File: config.mk
export PLATFORM = sky130hd
export DESIGN_NAME = dma_channel
export DESIGN_NICKNAME = d
export VERILOG_FILES = /design/src/rtl/dma_pkg.sv /design/src/rtl/dma_regs.sv /design/src/rtl/dma_req.sv /design/src/rtl/dma_engine.sv /design/src/rtl/dma_channel.sv
export SDC_FILE = /design/constraint.sdc
export NUM_CORES = 1
export LEC_CHECK = 0
export BUFFER_PORTS_ARGS = -buffer_cell sky130_fd_sc_hd__buf_2
export CAP_MARGIN = 20
export CORE_ASPECT_RATIO = 1.25
export CORE_UTILIZATION = 60
export CTS_BUF_LIST = sky130_fd_sc_hd__clkbuf_8 sky130_fd_sc_hd__clkbuf_16
export DETAILED_ROUTE_END_ITERATION = 10
export PLACE_DENSITY = 0.83
export SKIP_CTS_REPAIR_TIMING = 1
export SYNTH_ARGS = -nofsm -noshare
export SYNTH_HDL_FRONTEND = slang
export SYNTH_SLANG_ARGS = --single-unit
File: constraint.sdc
create_clock -name clk -period 6.7 [get_ports clk]
set_input_delay 1.005 -clock clk [delete_from_list [all_inputs] [get_ports clk]]
set_output_delay 1.005 -clock clk [all_outputs]
set_load 0.03 [all_outputs]
File: src/rtl/dma_pkg.sv
package dma_pkg;

    localparam int REG_AW = 3;

    localparam logic [REG_AW-1:0] REG_SRC  = 3'd0;
    localparam logic [REG_AW-1:0] REG_DST  = 3'd1;
    localparam logic [REG_AW-1:0] REG_CNT  = 3'd2;
    localparam logic [REG_AW-1:0] REG_MODE = 3'd3;
    localparam logic [REG_AW-1:0] REG_CTRL = 3'd4;

    localparam int CTL_EN      = 0;
    localparam int CTL_EN_MASK = 1;
    localparam int CTL_IE      = 2;
    localparam int CTL_IRQ     = 3;

    typedef enum logic [1:0] {
        STEP_UP   = 2'd0,
        STEP_DOWN = 2'd1,
        STEP_KEEP = 2'd2
    } step_e;

    // bit 7 serial request, 6 edge sense, 5 dst io, 4:3 dst step, 2 src io, 1:0 src step
    typedef struct packed {
        logic       serial_req;
        logic       edge_sense;
        logic       dst_io;
        logic [1:0] dst_step;
        logic       src_io;
        logic [1:0] src_step;
    } mode_t;

    localparam int MODE_W = $bits(mode_t);

    typedef enum logic [1:0] {
        ST_IDLE  = 2'd0,
        ST_READ  = 2'd1,
        ST_WRITE = 2'd2
    } state_e;

    function automatic logic [31:0] advance(input logic [31:0] a, input logic [1:0] code);
        case (code)
            STEP_UP:   return a + 32'd1;
            STEP_DOWN: return a - 32'd1;
            default:   return a;
        endcase
    endfunction

endpackage

File: src/rtl/dma_regs.sv
module dma_regs
    import dma_pkg::*;
#(
    parameter int ADDR_W = 20,
    parameter int CNT_W  = 16
) (
    input  logic              clk,
    input  logic              rst,
    input  logic              reg_wr,
    input  logic [REG_AW-1:0] reg_addr,
    input  logic [ADDR_W-1:0] reg_wdata,
    input  logic              byte_done,
    input  logic              last_byte,
    output logic [ADDR_W-1:0] src_q,
    output logic [ADDR_W-1:0] dst_q,
    output logic [CNT_W-1:0]  cnt_q,
    output mode_t             mode_q,
    output logic              en_q,
    output logic              irq_q,
    output logic [ADDR_W-1:0] reg_rdata
);

    logic ie_q;

    always_ff @(posedge clk) begin
        if (rst) begin
            src_q  <= '0;
            dst_q  <= '0;
            cnt_q  <= '0;
            mode_q <= '0;
            en_q   <= 1'b0;
            ie_q   <= 1'b0;
            irq_q  <= 1'b0;
        end else begin
            if (byte_done) begin
                src_q <= ADDR_W'(advance(32'(src_q), mode_q.src_step));
                dst_q <= ADDR_W'(advance(32'(dst_q), mode_q.dst_step));
                cnt_q <= cnt_q - 1'b1;
                if (last_byte) begin
                    en_q <= 1'b0;
                    if (ie_q) irq_q <= 1'b1;
                end
            end
            if (reg_wr) begin
                case (reg_addr)
                    REG_SRC:  src_q  <= reg_wdata;
                    REG_DST:  dst_q  <= reg_wdata;
                    REG_CNT:  cnt_q  <= reg_wdata[CNT_W-1:0];
                    REG_MODE: mode_q <= mode_t'(reg_wdata[MODE_W-1:0]);
                    REG_CTRL: begin
                        ie_q  <= reg_wdata[CTL_IE];
                        irq_q <= 1'b0;
                        if (!reg_wdata[CTL_EN_MASK]) en_q <= reg_wdata[CTL_EN];
                    end
                    default: ;
                endcase
            end
        end
    end

    always_comb begin
        reg_rdata = '0;
        case (reg_addr)
            REG_SRC:  reg_rdata = src_q;
            REG_DST:  reg_rdata = dst_q;
            REG_CNT:  reg_rdata[CNT_W-1:0]  = cnt_q;
            REG_MODE: reg_rdata[MODE_W-1:0] = mode_q;
            REG_CTRL: begin
                reg_rdata[CTL_EN]  = en_q;
                reg_rdata[CTL_IE]  = ie_q;
                reg_rdata[CTL_IRQ] = irq_q;
            end
            default: ;
        endcase
    end

endmodule

File: src/rtl/dma_req.sv
module dma_req #(
    parameter int SYNC_STAGES = 2
) (
    input  logic clk,
    input  logic rst,
    input  logic dreq_in,
    input  logic ser_tx_empty,
    input  logic ser_rx_full,
    input  logic use_serial,
    input  logic edge_sense,
    input  logic dst_io,
    input  logic enable,
    input  logic take,
    output logic req
);

    logic [SYNC_STAGES-1:0] sync_q;
    logic                   prev_q;
    logic                   pend_q;
    logic                   level;
    logic                   rise;

    generate
        if (SYNC_STAGES > 1) begin : g_chain
            always_ff @(posedge clk) begin
                if (rst) sync_q <= '0;
                else     sync_q <= {sync_q[SYNC_STAGES-2:0], dreq_in};
            end
        end else begin : g_single
            always_ff @(posedge clk) begin
                if (rst) sync_q <= '0;
                else     sync_q <= dreq_in;
            end
        end
    endgenerate

    assign level = sync_q[SYNC_STAGES-1];
    assign rise  = level & ~prev_q;

    always_ff @(posedge clk) begin
        if (rst) begin
            prev_q <= 1'b0;
            pend_q <= 1'b0;
        end else begin
            prev_q <= level;
            if (!enable)   pend_q <= 1'b0;
            else if (rise) pend_q <= 1'b1;
            else if (take) pend_q <= 1'b0;
        end
    end

    always_comb begin
        if (use_serial)      req = dst_io ? ser_tx_empty : ser_rx_full;
        else if (edge_sense) req = pend_q;
        else                 req = level;
    end

endmodule

File: src/rtl/dma_engine.sv
module dma_engine
    import dma_pkg::*;
#(
    parameter int ADDR_W = 20,
    parameter int CNT_W  = 16,
    parameter int IO_AW  = 16,
    parameter int BYTE_W = 8
) (
    input  logic              clk,
    input  logic              rst,
    input  logic              enable,
    input  logic              req,
    input  logic [ADDR_W-1:0] src,
    input  logic [ADDR_W-1:0] dst,
    input  logic [CNT_W-1:0]  cnt,
    input  logic              src_io,
    input  logic              dst_io,
    input  logic              bus_ready,
    input  logic [BYTE_W-1:0] bus_rdata,
    output logic              bus_req,
    output logic              bus_we,
    output logic              bus_io,
    output logic [ADDR_W-1:0] bus_addr,
    output logic [BYTE_W-1:0] bus_wdata,
    output logic              take,
    output logic              byte_done,
    output logic              last_byte
);

    localparam logic [ADDR_W-1:0] IO_MASK = ADDR_W'((64'd1 << IO_AW) - 64'd1);

    state_e            st_q;
    logic [BYTE_W-1:0] hold_q;
    logic [ADDR_W-1:0] raw_addr;

    always_comb begin
        take      = (st_q == ST_IDLE) && enable && req;
        bus_req   = (st_q != ST_IDLE);
        bus_we    = (st_q == ST_WRITE);
        bus_io    = bus_we ? dst_io : src_io;
        raw_addr  = bus_we ? dst : src;
        bus_addr  = bus_io ? (raw_addr & IO_MASK) : raw_addr;
        bus_wdata = hold_q;
        byte_done = (st_q == ST_WRITE) && bus_ready;
        last_byte = byte_done && (cnt == CNT_W'(1));
    end

    always_ff @(posedge clk) begin
        if (rst) begin
            st_q   <= ST_IDLE;
            hold_q <= '0;
        end else begin
            case (st_q)
                ST_IDLE:  if (take) st_q <= ST_READ;
                ST_READ:  if (bus_ready) begin
                    hold_q <= bus_rdata;
                    st_q   <= ST_WRITE;
                end
                ST_WRITE: if (bus_ready) st_q <= ST_IDLE;
                default:  st_q <= ST_IDLE;
            endcase
        end
    end

endmodule

File: src/rtl/dma_channel.sv
module dma_channel
    import dma_pkg::*;
#(
    parameter int ADDR_W      = 20,
    parameter int CNT_W       = 16,
    parameter int SYNC_STAGES = 2
) (
    input  logic              clk,
    input  logic              rst,
    input  logic              reg_wr,
    input  logic [2:0]        reg_addr,
    input  logic [ADDR_W-1:0] reg_wdata,
    output logic [ADDR_W-1:0] reg_rdata,
    input  logic              dreq_in,
    input  logic              ser_tx_empty,
    input  logic              ser_rx_full,
    output logic              bus_req,
    output logic              bus_we,
    output logic              bus_io,
    output logic [ADDR_W-1:0] bus_addr,
    output logic [7:0]        bus_wdata,
    input  logic [7:0]        bus_rdata,
    input  logic              bus_ready,
    output logic              irq
);

    logic [ADDR_W-1:0] src_q, dst_q;
    logic [CNT_W-1:0]  cnt_q;
    mode_t             mode_q;
    logic              en_q, irq_q, req, take, byte_done, last_byte;

    dma_regs #(.ADDR_W(ADDR_W), .CNT_W(CNT_W)) regs_i (
        .clk(clk), .rst(rst), .reg_wr(reg_wr), .reg_addr(reg_addr),
        .reg_wdata(reg_wdata), .byte_done(byte_done), .last_byte(last_byte),
        .src_q(src_q), .dst_q(dst_q), .cnt_q(cnt_q), .mode_q(mode_q),
        .en_q(en_q), .irq_q(irq_q), .reg_rdata(reg_rdata)
    );

    dma_req #(.SYNC_STAGES(SYNC_STAGES)) req_i (
        .clk(clk), .rst(rst), .dreq_in(dreq_in), .ser_tx_empty(ser_tx_empty),
        .ser_rx_full(ser_rx_full), .use_serial(mode_q.serial_req),
        .edge_sense(mode_q.edge_sense), .dst_io(mode_q.dst_io),
        .enable(en_q), .take(take), .req(req)
    );

    dma_engine #(.ADDR_W(ADDR_W), .CNT_W(CNT_W)) eng_i (
        .clk(clk), .rst(rst), .enable(en_q), .req(req), .src(src_q), .dst(dst_q),
        .cnt(cnt_q), .src_io(mode_q.src_io), .dst_io(mode_q.dst_io),
        .bus_ready(bus_ready), .bus_rdata(bus_rdata), .bus_req(bus_req),
        .bus_we(bus_we), .bus_io(bus_io), .bus_addr(bus_addr),
        .bus_wdata(bus_wdata), .take(take), .byte_done(byte_done),
        .last_byte(last_byte)
    );

    assign irq = irq_q;

endmodule

# Word-level counts from Yosys, hierarchy flattened
# Index checks and enable logic that the tools add are counted.
totals:
  regBits: 81
  inputBits: 38
  wordCells: 91
op_classes:
  n_addsub: 5
  n_eq_ne: 12
  mux: 39
  bitwise: 3
  reduce_logical: 15
op_table:
  columns: ["op", "count"]
  rows:
  - ["$mux W20", 8]
  - ["$pmux W20 S2", 2]
  - ["$mux W16", 3]
  - ["$add A20 B1 Y20 const B", 2]
  - ["$sub A20 B1 Y20 const B", 2]
  - ["$pmux W8 S3", 1]
  - ["$eq A16 B1 Y1 const B", 1]
  - ["$mux W1", 16]
  - ["$pmux W4 S4", 1]
  - ["$sub A16 B1 Y16 const B", 1]
  - ["$pmux W2 S5", 1]
  - ["$pmux W4 S2", 1]
  - ["$eq A2 B1 Y1 const B", 3]
  - ["$eq A3 B2 Y1 const B", 2]
  - ["$logic_not A2 Y1", 3]
  - ["$mux W2", 3]
  - ["$pmux W2 S3", 1]
  - ["$reduce_and A2 Y1", 3]
  - ["$pmux W1 S5", 1]
  - ["$logic_and A1 B1 Y1", 4]
  - ["$ne A2 B1 Y1 const B", 2]
  - ["$pmux W1 S4", 1]
  - ["$reduce_bool A2 Y1", 2]
  - ["$eq A3 B1 Y1 const B", 1]
  - ["other kinds (8)", 9]

# Logic depth before layout (Yosys ltp)
# Gate-level depths: netlist (run 1).
depth:
  depth_word: 8
  mapped_depth: 13
  mapped_depth_nobuf: 10

# Hierarchy
# From an unflattened synthesis (run 1), not the netlist that was laid out.
unflattened:
  cells_unflattened: 828
  hier_area_um2: 6207.2
by_module_without_submodules:
  columns: ["module", "instances", "cells_per_inst", "area_each_um2", "seq_area_each_um2"]
  rows:
  - ["dma_regs", 1, 737, 5321.4, 1341.3]
  - ["dma_engine", 1, 77, 732.0, 200.2]
  - ["dma_req", 1, 14, 153.9, 80.1]

# Worst setup path before layout (run 1)
# Ideal clock, no wire load.
synth_path:
  path_type: "input port to output port"
  startpoint: "input port reg_addr[0]"
  endpoint: "output port reg_rdata[15]"
  arrival_ns: 2.597
  required_time_ns: 5.695
  slack_ns: 3.098
  path_stages: 5
  n_path_buf: 3
  path_cell_list: "clkbuf_1 > clkbuf_1 > buf_1 > a31oi_1 > nor2_1"
synth_between:
  elab_chain_len: 2
  word_cells_on_any_way: 4
  classes_between: "2 x eq/ne; 1 x mux; 1 x reduce/logical"
synth_lines:
  columns: ["item", "line", "source"]
  rows:
  - ["start, declared", "dma_channel.sv:11", "input logic [2:0] reg_addr,"]
  - ["$eq A3 B2 Y1, or another cell as far along", "dma_regs.sv:63", "case (reg_addr)"]
  - ["$pmux W8 S3 (*)", "dma_regs.sv:63", null]
  - ["end, declared", "dma_channel.sv:13", "output logic [ADDR_W-1:0] reg_rdata,"]
# Mark *: on every way between the ends. The rest lies on a longest branch, timed or not.

# Final worst setup path (run 1)
layout_path:
  startpoint: "register eng_i.st_q[0]"
  endpoint: "output port bus_addr[19]"
layout_between:
  elab_chain_len: 3
  word_cells_on_any_way: 4
  classes_between: "1 x eq/ne; 3 x mux"
layout_lines:
  columns: ["item", "line", "source"]
  rows:
  - ["start, declared", "dma_engine.sv:32", "state_e st_q;"]
  - ["start signal, assigned", "dma_engine.sv:50", "st_q <= ST_IDLE;"]
  - ["start signal, assigned", "dma_engine.sv:54", "ST_IDLE: if (take) st_q <= ST_READ;"]
  - ["start signal, assigned", "dma_engine.sv:57", "st_q <= ST_WRITE;"]
  - ["$eq A2 B2 Y1 (*)", "dma_engine.sv:39", "bus_we = (st_q == ST_WRITE);"]
  - ["$mux W20 / $mux W1 (equally long branches)", "dma_engine.sv:41, dma_engine.sv:40", null]
  - ["$mux W20 (*)", "dma_engine.sv:42", "bus_addr = bus_io ? (raw_addr & IO_MASK) : raw_addr;"]
  - ["end, declared", "dma_channel.sv:20", "output logic [ADDR_W-1:0] bus_addr,"]
# Marked as above.

==> results by group, run 1 <==
Critical path
  • Reg2Reg Depth: 10
  • Worst Path Arrival: roughly 2.7 ns
  • Critical-path cell list: nand2b_1, inv_1, nand2_1, nand2_1, a21oi_1, buf_2
  • Cell repeated most along the worst path: nand2_1
  • Nature of the critical path startpoint: flip-flop
  • Crit path kind: reg2out
  • CP max stage cell: nand2b_1
  • CP peak stage delay: roughly 0.64 ns
  • Worst EP required: ~5.7 ns
  • R2R Setup Slk: roughly 3.1 ns
  • Kind of end point of the critical path: primary output
  • R2r endpoint: regs_i.dst_q[16]$_SDFF_PP0_
  • RR Startpoint: regs_i.mode_q[4]$_SDFFE_PP0P_
  • CP Max Fanout: 24

Finish
  • ANT cells: 0
  • Post-Layout Inst Area: between 0.006 and 0.007 mm²
  • Multi-input combinational cell area: around 0.0041 mm²
  • Layout area overhead: 10.9%
  • Post-layout nets: between 900 and 1,000
  • Reg area: 0.00162 mm²
  • FILL cells: ~850
  • Share of cells above drive strength 1: ~15%

Floorplanning
  • Io pins: 90
  • Core ar.: slightly below 0.01 mm²
  • Site Rows: 40
  • Die height: about 110 µm
  • Starting Density: between 60% and 70%
  • Die W: 91.7 µm
  • Die footprint: between 0.01 and 0.015 mm²

STA
  • Slew Limit Fails: 0
  • Max Clock Freq: between 200 and 300 MHz
  • Period Utilization, post-route: between 50% and 60%
  • Final hold violations: 0
  • Clk_skew: 0.00555 ns
  • Worst setup margin: 3.00 ns
  • Final setup viols: 0
  • Final hold slack: ~0.45 ns
  • Setup TNS: 0 ns
  • Final min period: 3.70 ns
  • RSZ-0062 raised after global routing: false
  • Slew HR: between 30% and 40%
  • Slew @ Worst Pin: ~0.99 ns

Synthesis
  • Post-synthesis average cell area: between 7 and 8 µm²
  • Synth Area in Compound Gates: a little under a fifth
  • Largest family of logic cells by synthesized area: simple AND/OR/NAND/NOR gates
  • Synth Warn #: 0
  • Post-synth EDFFs: 0
  • Cell Area, Synth: between 0.006 and 0.007 mm²
  • Asr flop ratio synth: 0%
  • Yosys top cell area share: 26.9%
  • Sequential-to-total area share from yosys stat: between 20% and 30%
  • Multiplexer share of the synthesized area: under 10%
  • Synth cell types: 65
  • Syn nets: ~900
  • Synth top cells by count: 122 x nand2_1, 122 x nor2_1, 81 x dfxtp_1
  • Synth Area in XOR/XNOR: ~5%
  • Top_reg_cell synth: dfxtp_1
  • Synth area leader: dfxtp_1
  • Simple-gate portion of the synthesized area: about a third
  • Syn Inst Count: between 800 and 900
  • Dominant cells by area after synthesis: dfxtp_1 27%, nand2_1 7.6%, nor2_1 7.6%
  • Count of state elements after synthesis: roughly 80
  • Synth Area in Adders: less than 1%

Placed design
  • Port Buf Inserts: approximately 90
  • Pre-CTS setup slack: between 3 and 4 ns
  • Post-DP HPWL: approximately 14,000 µm
  • Global placer's final weighted congestion: 0.964
  • Dpl cell area: approximately 0.0063 mm²

Power
  • Worst VDD drop: approximately 0.10 mV
  • Pleak: 2.70 nW
  • Final Power: between 0.001 and 0.0015 W
  • P per Cell Area: roughly 180 mW/mm²

Min path
  • Hold path endpoint: req_i.sync_q[1]$_SDFF_PP0_
  • HP Start: req_i.sync_q[0]$_SDFF_PP0_
  • Hold WC Path Type: reg2reg
  • Hold path cells: 1

Global route
  • Largest net degree at the start of global routing: 82
  • Vias in the first global route: between 6,000 and 7,000
  • Initial antenna violation count: 0
  • GRT Total Usage: between 30% and 40%
  • GRT overflow: 0
  • First-pass GRT wire length: 31,700 µm

CTS
  • Worst skew pair latency: approximately 0.34 ns
  • CTS Buffer Depth: 2
  • Clock sinks: 81
  • CTS tree: built
  • Worst-path clk slew: around 0.070 ns
  • CTS buffer count: 9
  • Root buffer cell: clkbuf_16
  • H-Tree Depth: 3

Detailed routing
  • Remaining DRCs: 0
  • Drt via density: 6.73
  • ANT nets after route: 0
  • Vias post-DR: approximately 6,700
  • Drt pass-1 iters: 6
  • Routed len/inst: roughly 20 µm
  • Drt first-iter violations: 760
  • Routed WL: a little under 20,000 µm

Run
  • Max-cap violation count: 0

Outcome
  • Outcome: complete, no violations
==> routing by layer <==
metal | share of wire (%) | global-route usage, %
met5 | 0 | 0
met4 | 4.9 | 23.2
met3 | 9.9 | 8.23
met2 | 47 | 61.6
met1 | 38 | 47.4
==> logic make-up (layout without fill, tap and decap cells) <==
kind of cell | Yosys count | count (layout)
flip-flops | 81 | 81
AND/OR/NAND/NOR | 427 | 427
buffers and inverters | 85 | 118
XOR/XNOR | 35 | 35
AO/OA/AOI/OAI | 168 | 168
multiplexers | 41 | 41
adder cells (fa/ha/maj) | 4 | 4
==> registers in the layout, summed over array words and instances, names as in the netlist <==
name and flops:
regs_i.en_q 1, regs_i.src_q 20, regs_i.mode_q 8, req_i.sync_q 2, eng_i.st_q 2, req_i.pend_q 1
regs_i.dst_q 20, regs_i.irq_q 1, regs_i.cnt_q 16, eng_i.bus_wdata 8, regs_i.ie_q 1, req_i.prev_q 1
==> how the worst max path moves through the flow <==
stage                     slack, ns             to                        from  cells past startpoint
after CTS                      3.07   bus_addr[19]  eng_i.st_q[0]$_SDFFE_PP0P_                      6
after global routing           2.82   bus_addr[17]  eng_i.st_q[0]$_SDFFE_PP0P_                      6
after global placement         3.21   reg_rdata[2]                 reg_addr[0]                      5
after detailed placement       3.20   reg_rdata[2]                 reg_addr[0]                      5
after floorplan                3.10  reg_rdata[15]                 reg_addr[0]                      5
final                          3.00   bus_addr[19]  eng_i.st_q[0]$_SDFFE_PP0P_                      6
==> power breakdown <==
part / internal, W / switching [W] / leakage, nW
clock: 0.000334 / 0.000222 / 0.163
combinational: 0.0000506 / 0.0000950 / 1.87
sequential: 0.000495 / 0.0000301 / 0.657
==> through the flow <==
stage,utilization [%],cells
2_1_floorplan,-,841
3_3_place_gp,65.4,984
3_5_place_dp,65.4,984
4_1_cts,68.9,1000
5_1_grt,68.9,1000
6_report,68.9,1000
==> critical path, delay by kind of cell (launching register included) <==
| family | cells | cell delay [ns] |
|---|---|---|
| and+or+nand+nor | 3 | 1.01 |
| buffers and inverters | 2 | 0.79 |
| DFF | 1 | 0.38 |
| AOI/OAI and AO/OA | 1 | 0.16 |
==> cell usage in the layout (no fill, tap or decap), types with 3 or more instances in the layout <==
cell type / count
a211oi_1: 32
a21o_1: 4
a21oi_1: 37
a311oi_1: 13
a31oi_1: 16
a41oi_1: 3
and2_1: 8
and3_1: 15
buf_2: 89
buf_4: 3
clkbuf_16: 9
dfxtp_1: 81
ha_1: 4
inv_1: 9
mux2i_1: 32
mux4_2: 7
nand2_1: 122
nand2b_1: 3
nand3_1: 26
nand3b_1: 5
nand4_1: 18
nor2_1: 122
nor2b_1: 13
nor3_1: 23
nor4_1: 19
nor4b_1: 4
o211a_1: 3
o211ai_1: 3
o21ai_0: 25
o31ai_1: 10
or2_2: 5
or3_1: 27
or4_1: 4
xnor2_1: 20
xor2_1: 15
==> layout make-up <==
class	count	area share [%]
Clock buffer	9	3.37
Clock inverter	7	1.67
Inverter	10	0.561
Multi-Input combinational cell	675	60.8
Sequential cell	81	24.3
Tap cell	126	2.36
Timing Repair Buffer	92	7.00
Power figures use the tool's default switching activity.
==> run 2: changes to the inputs <==
- CORE_UTILIZATION: 60 -> 53
- PLACE_DENSITY: 0.83 -> 0.78
- clock period: 6.7 -> 3.4 ns (I/O delays scaled with it)
==> results by group, run 2 (synthesis results as in run 1) <==
Outcome
  • Outcome: complete, no violations

Global route
  • Most used routing layer: met2
  • GRT Total Usage: 34.2% (-4.2 points)
  • Largest net degree at the start of global routing: 80 (-2.4%)
  • First-pass GRT wire length: 31,900 µm (+0.39%)
  • Vias in the first global route: 5,980 (-5.0%)
  • GRT overflow: 0 (unchanged)
  • Grt met1 use: 45.0% (-2.4 points)
  • Grt met2 use: 55.4% (-6.1 points)
  • Initial antenna violation count: 0 (unchanged)
  • GR Util met3: 3.57% (-4.7 points)

Critical path
  • Crit path kind: reg2reg
  • Worst Path Arrival: 3.09 ns (+0.39 ns)
  • CP Max Fanout: 30 (+25%)
  • CP max stage cell: or4_4
  • Critical-path cell list: nand2b_2, nand4_2, nand2_1, a31oi_1, or4_4, and4_4, a211o_1
  • Worst Path Buf+Inv: 0 (-2)
  • Worst EP required: 3.64 ns (-2.05 ns)
  • Kind of end point of the critical path: flip-flop
  • Critical path's top delay family: simple AND/OR/NAND/NOR gates
  • Worst Setup SP: regs_i.mode_q[1]$_SDFFE_PP0P_
  • Nature of the critical path startpoint: flip-flop
  • CP peak stage delay: 0.57 ns (-0.07 ns)
  • RR Startpoint: regs_i.mode_q[1]$_SDFFE_PP0P_

Finish
  • Biggest regs: regs_i.dst_q: 20 flops, regs_i.src_q: 20 flops, regs_i.cnt_q: 16 flops
  • Share of cells above drive strength 1: 16.0% (+1.1 points)
  • FILL cells: 1,056 (+24%)
  • Post-Layout Inst Area: 0.00675 mm² (+0.97%)
  • Post-layout nets: 925 (+1.5%)
  • Layout area overhead: 12.0%
  • ANT cells: 0 (unchanged)
  • Most frequent cells in the layout: 122 x nor2_1, 122 x nand2_1, 89 x buf_2, 81 x dfxtp_1, 37 x a21oi_1
  • Final design utilization: 60.9% (-7.9 points)

Power
  • Pleak: 2.75 nW (+1.9%)
  • Part of the power in the clock network: 42.3% (-3.0 points)
  • P per Cell Area: 341 mW/mm² (+86%)
  • Final Power: 0.00230 W (+88%)
  • Worst VDD drop: 0.251 mV (+140%)
  • Int Pwr: 0.00164 W (+87%)
  • Switching Share: 28.7% (+0.39 points)
  • Net switching power figure: 0.000661 W (+90%)
  • Combinational power share: 12.9% (+1.0 points)
  • Seq pwr share: 44.8% (+2.0 points)

Detailed routing
  • Routed len/inst: 19.8 µm (about the same)
  • Drt pass-1 iters: 5 (-1)
  • Routed WL: 20,200 µm (+2.2%)
  • Drt via density: 6.53 (-3.0%)
  • Drt first-iter violations: 626 (-18%)
  • ANT nets after route: 0 (unchanged)
  • Remaining DRCs: 0 (unchanged)
  • Vias post-DR: 6,677 (-0.85%)

Floorplanning
  • Die footprint: 0.0118 mm² (+13%)
  • Site Rows: 43 (+7.5%)
  • Io pins: 90 (unchanged)
  • Die W: 97.4 µm (+6.3%)
  • Starting Density: 54.4% (-7.7 points)
  • Die height: 121 µm (+6.3%)
  • Core ar.: 0.0111 mm² (+14%)

STA
  • Slew HR: 40.1% (+6.9 points)
  • Setup TNS: 0 ns (unchanged)
  • Final min period: 2.85 ns
  • RSZ-0062 raised after global routing: false
  • Max Clock Freq: around 350 MHz
  • Period Utilization, post-route: between 80 and 90%
  • Final setup viols: 0 (unchanged)
  • Slew @ Worst Pin: 0.899 ns (-0.0951 ns)
  • Slew Limit Fails: 0 (unchanged)
  • Clk_skew: 0.0102 ns (+0.00462 ns)
  • Final hold violations: 0 (unchanged)

Min path
  • HP Start: dreq_in
  • Hold WC Path Type: in2reg

CTS
  • Root buffer cell: clkbuf_16
  • CTS Buffer Depth: 2 (unchanged)
  • H-Tree Depth: 3 (unchanged)
  • Clock sinks: 81 (unchanged)
  • CTS tree: built
  • Worst-path clk slew: 0.06 ns (about the same)
  • Worst skew pair latency: 0.35 ns (about the same)
  • CTS buffer count: 9 (unchanged)

Placed design
  • Post-DP HPWL: 14,600 µm (+3.5%)
  • Global placer's final weighted congestion: 0.925 (-4.0%)
  • Port Buf Inserts: 89 (unchanged)
  • Dpl cell area: 0.00646 mm² (+1.8%)

Run
  • Max-cap violation count: 0 (unchanged)
## run 2: power by group through the flow
stage | combinational (W) | clock (W) | sequential, W
after global routing | 0.000319 | 0.00101 | 0.00103
final | 0.000296 | 0.000975 | 0.00103
after CTS | 0.000291 | 0.000974 | 0.00103
after global placement | 0.000288 | 0 | 0.00105
after floorplan | 0.000218 | 0 | 0.00101
after detailed placement | 0.000289 | 0 | 0.00105
## run 2: through the flow
stage               hold WS (ns)  cells  setup WS [ns]
global route               0.396   1022          0.338
detailed placement         0.438   1007          0.613
floorplan                  0.414    841          0.494
global placement           0.420   1007          0.666
CTS                        0.383   1022          0.598
finish                     0.379   1022          0.554
## run 2: final timing paths
kind,end,slack [ns],depth (start not counted)
setup / recovery,regs_i.src_q[19]$_SDFF_PP0_,0.55,7
hold reg to reg,req_i.sync_q[1]$_SDFF_PP0_,0.44,1
setup reg to reg,regs_i.src_q[19]$_SDFF_PP0_,0.55,7
hold / removal,req_i.sync_q[0]$_SDFF_PP0_,0.38,2
## run 2: routing by layer
metal / part of all wire, % / vias up
met3: 9.3 / 70
met4: 4.5 / 0
met1: 39 / 3117
met2: 47 / 374
li1: - / 3116
met5: 0 / -
## run 2: final cells by class
type / instances / area, µm² / area share (%)
clock buffer: 9 / 225 / 3.34
inverter: 10 / 37.5 / 0.556
clock inverter: 6 / 60.1 / 0.890
sequential: 81 / 1620 / 24.0
tap: 135 / 169 / 2.50
multi-input combinational: 675 / 4060 / 60.2
timing repair buffer: 106 / 573 / 8.49
## run 2: worst reg2reg max path, cell delays in order (launching register included)
cell	delay [ns]
dfxtp_1	0.52
nand2b_2	0.55
nand4_2	0.29
nand2_1	0.16
a31oi_1	0.16
or4_4	0.57
and4_4	0.20
a211o_1	0.27
==> run 3: changes to the inputs <==
- ABC_AREA: unset -> 1
- PLACE_DENSITY: 0.78 -> 0.77
- clock period: 3.4 -> 2.5 ns (I/O delays scaled with it)
==> results by group, run 3 <==
STA
  • Setup TNS: 0 ns (unchanged)
  • Final min period: roughly 2.4 ns
  • Slew HR: 43.0% (+2.9 points)
  • Final setup viols: 0 (unchanged)
  • RSZ-0062 raised after global routing: false
  • Final hold violations: 0 (unchanged)
  • Slew Limit Fails: 0 (unchanged)
  • Slew @ Worst Pin: 0.854 ns (-0.0445 ns)
  • Clk_skew: 0.0101 ns (-0.0000339 ns)
  • Period Utilization, post-route: 94.5%
  • Max Clock Freq: between 400 and 500 MHz

Critical path
  • Worst Path Arrival: 1.99 ns (-1.10 ns)
  • Cell repeated most along the worst path: inv_1
  • CP max stage cell: buf_4
  • R2R Setup Slk: 0.17 ns (-0.38 ns)
  • Kind of end point of the critical path: primary output
  • Reg2Reg Depth: 15 (+8)
  • Nature of the critical path startpoint: flip-flop
  • Worst Setup SP: eng_i.st_q[1]$_SDFFE_PP0P_
  • Worst EP required: 2.12 ns (-1.52 ns)
  • Critical-path cell list: inv_1, nor2_4, buf_4, inv_1, o21ai_0, buf_4, nand2_1, inv_1, buf_2
  • RR Startpoint: regs_i.mode_q[4]$_SDFFE_PP0P_
  • R2r endpoint: regs_i.dst_q[19]$_SDFF_PP0_
  • CP Max Fanout: 43 (+43%)
  • Crit path kind: reg2out
  • Critical Path End: bus_addr[19]
  • CP peak stage delay: 0.37 ns (-0.20 ns)

Synthesis
  • Dominant cells by area after synthesis: dfxtp_1 25%, nand2_1 16%, inv_1 9.2%
  • Cell Area, Synth: 0.00651 mm² (+7.9%)
  • Post-synth EDFFs: 0 (unchanged)
  • Multiplexer share of the synthesized area: 0% (-8.3 points)
  • Simple-gate portion of the synthesized area: 32.5% (-1.9 points)
  • Sequential-to-total area share from yosys stat: 24.9% (-2.0 points)
  • Syn Inst Count: 1,104 (+31%)
  • Synth Area in Compound Gates: 26.2% (+7.5 points)
  • Post-synthesis average cell area: 5.89 µm² (-18%)
  • Largest family of logic cells by synthesized area: simple AND/OR/NAND/NOR gates
  • Synth Area in XOR/XNOR: 2.56% (-2.5 points)
  • Synth top cells by count: 270 x nand2_1, 160 x inv_1, 114 x a21oi_1
  • Syn nets: 1,146 (+30%)
  • Asr flop ratio synth: 0% (unchanged)
  • Synth cell types: 43 (-34%)
  • Synth Area in Adders: 0.769% (-0.061 points)
  • Most numerous cell in the Yosys netlist: nand2_1
  • Top_reg_cell synth: dfxtp_1
  • Synth area leader: dfxtp_1
  • Synth Warn #: 0 (unchanged)
  • Count of state elements after synthesis: 81 (unchanged)
  • Yosys top cell area share: 24.9% (-2.0 points)

Finish
  • Most frequent cells in the layout: 270 x nand2_1, 160 x inv_1, 113 x a21oi_1, 101 x o21ai_0, 97 x nand3_1
  • ANT cells: 0 (unchanged)
  • Biggest regs: regs_i.dst_q: 20 flops, regs_i.src_q: 20 flops, regs_i.cnt_q: 16 flops
  • Commonest non-fill, non-tap cell in the layout: nand2_1
  • Post-layout nets: 1,223 (+32%)
  • FILL cells: 1,244 (+18%)
  • Reg area: 0.00162 mm² (unchanged)
  • Layout area overhead: 14.3%
  • Share of cells above drive strength 1: 13.4% (-2.6 points)
  • Multi-input combinational cell area: 0.00405 mm² (-0.43%)
  • Final design utilization: 63.2% (+2.3 points)
  • Layout Cells excl Fill: 1,347 (+32%)

Global route
  • Vias in the first global route: 7,673 (+28%)
  • Largest net degree at the start of global routing: 44 (-45%)
  • Initial antenna violation count: 0 (unchanged)
  • GRT overflow: 0 (unchanged)
  • GRT Total Usage: 39.0% (+4.8 points)
  • First-pass GRT wire length: 38,300 µm (+20%)

Outcome
  • Outcome: complete, no violations

CTS
  • Root buffer cell: clkbuf_16
  • Worst skew pair latency: 0.35 ns (about the same)
  • Worst-path clk slew: 0.07 ns (about the same)
  • CTS tree: built
  • CTS Buffer Depth: 2 (unchanged)
  • CTS buffer count: 9 (unchanged)
  • Clock sinks: 81 (unchanged)
  • H-Tree Depth: 3 (unchanged)

Detailed routing
  • Drt via density: 6.00 (-8.2%)
  • Drt pass-1 iters: 6 (+1)
  • Drt first-iter violations: 828 (+32%)
  • Routed WL: 23,800 µm (+18%)
  • Routed len/inst: 17.6 µm (-11%)
  • ANT nets after route: 0 (unchanged)
  • Vias post-DR: 8,081 (+21%)
  • Remaining DRCs: 0 (unchanged)

Run
  • Max-cap violation count: 0 (unchanged)

Power
  • P per Cell Area: 457 mW/mm² (+34%)
  • Worst VDD drop: 0.388 mV (+54%)
  • Pleak: 3.61 nW (+32%)

Floorplanning
  • Core ar.: 0.0118 mm² (+6.3%)
  • Site Rows: 44 (+2.3%)
  • Die height: 126 µm (+3.8%)
  • Die W: 101 µm (+3.8%)
  • Starting Density: 55.2% (+0.83 points)
  • Die footprint: 0.0127 mm² (+7.8%)
  • Io pins: 90 (unchanged)

Placed design
  • Post-DP HPWL: 18,200 µm (+25%)
  • Global placer's final weighted congestion: 1.06 (+14%)
  • Post-Place Cells: 1,330 (+32%)
  • Port Buf Inserts: 89 (unchanged)

Min path
  • HP Start: dreq_in
  • Hold WC Path Type: in2reg
-- run 3: cell count changes in the layout (fill, tap and decap cells not counted), moves of 15 or more --
cell | previous run | this run
or3_1 | 27 | 0
nand2_1 | 122 | 270
and3_1 | 15 | 0
o221ai_1 | 1 | 19
a211oi_1 | 32 | 0
mux2i_1 | 32 | 0
inv_1 | 10 | 160
nor2_1 | 122 | 73
a41oi_1 | 3 | 19
a21oi_1 | 37 | 113
o21ai_0 | 25 | 101
nand3_1 | 26 | 97
nor4_1 | 19 | 2
xnor2_1 | 20 | 5
-- run 3: kinds of logic after synthesis --
family | count (synthesis)
buffers and inverters | 213
AOI/OAI and AO/OA | 293
xor gates and xnor gates | 19
DFF | 81
adders and majority gates | 4
and+or+nand+nor | 494
-- run 3: layout make-up --
cell class | instances | share of cell area (%)
clock buffers | 9 | 3.03
flip-flops and latches | 81 | 21.8
well taps | 161 | 2.71
multi-input cells | 810 | 54.4
clock inverters | 7 | 1.41
repair buffers | 110 | 8.16
inverters | 169 | 8.53
-- run 3: worst min path at each step --
| stage | cells past startpoint | slack [ns] | end |
|---|---|---|---|
| after detailed placement | 2 | 0.40 | req_i.sync_q[1]$_SDFF_PP0_ |
| after global routing | 3 | 0.25 | req_i.sync_q[0]$_SDFF_PP0_ |
| after CTS | 3 | 0.23 | req_i.sync_q[0]$_SDFF_PP0_ |
| after global placement | 2 | 0.40 | req_i.sync_q[1]$_SDFF_PP0_ |
| final | 3 | 0.23 | req_i.sync_q[0]$_SDFF_PP0_ |
| after floorplan | 2 | 0.39 | req_i.sync_q[1]$_SDFF_PP0_ |
-- run 3: critical path, delay by kind of cell, from the launching register on --
family | cells | cell delay, ns
compound gates | 1 | 0.15
buf+inv | 6 | 1.01
flops | 1 | 0.32
simple gates | 2 | 0.16
-- run 3: layer usage --
layer | part of all wire (%) | GRT usage [%] | vias to the layer above
met3 | 10 | 6.88 | 106
met2 | 47 | 63.5 | 463
met4 | 6.1 | 25.7 | 0
met1 | 37 | 46.4 | 3661
met5 | 0 | 0 | -
li1 | - | - | 3851
-- run 3: through the flow --
| step | hold WS, ns | setup slack (ns) | instance area [µm²] | total power, W |
|---|---|---|---|---|
| floorplan | 0.388 | 0.498 | 6510 | 0.00173 |
| global placement | 0.399 | 0.105 | 7090 | 0.00190 |
| detailed placement | 0.398 | 0.122 | 7090 | 0.00190 |
| CTS | 0.226 | 0.101 | 7420 | 0.00338 |
| global route | 0.248 | 0.00641 | 7440 | 0.00350 |
| finish | 0.227 | 0.138 | 7440 | 0.00340 |
-- run 3: power by group --
| part | total, W | switching [W] | internal (W) | leakage (nW) |
|---|---|---|---|---|
| registers | 0.00137 | 0.0000427 | 0.00133 | 0.658 |
| clock network | 0.00151 | 0.000615 | 0.000894 | 0.159 |
| logic | 0.000522 | 0.000365 | 0.000156 | 2.80 |
| total | 0.00340 | 0.00102 | 0.00238 | 3.61 |
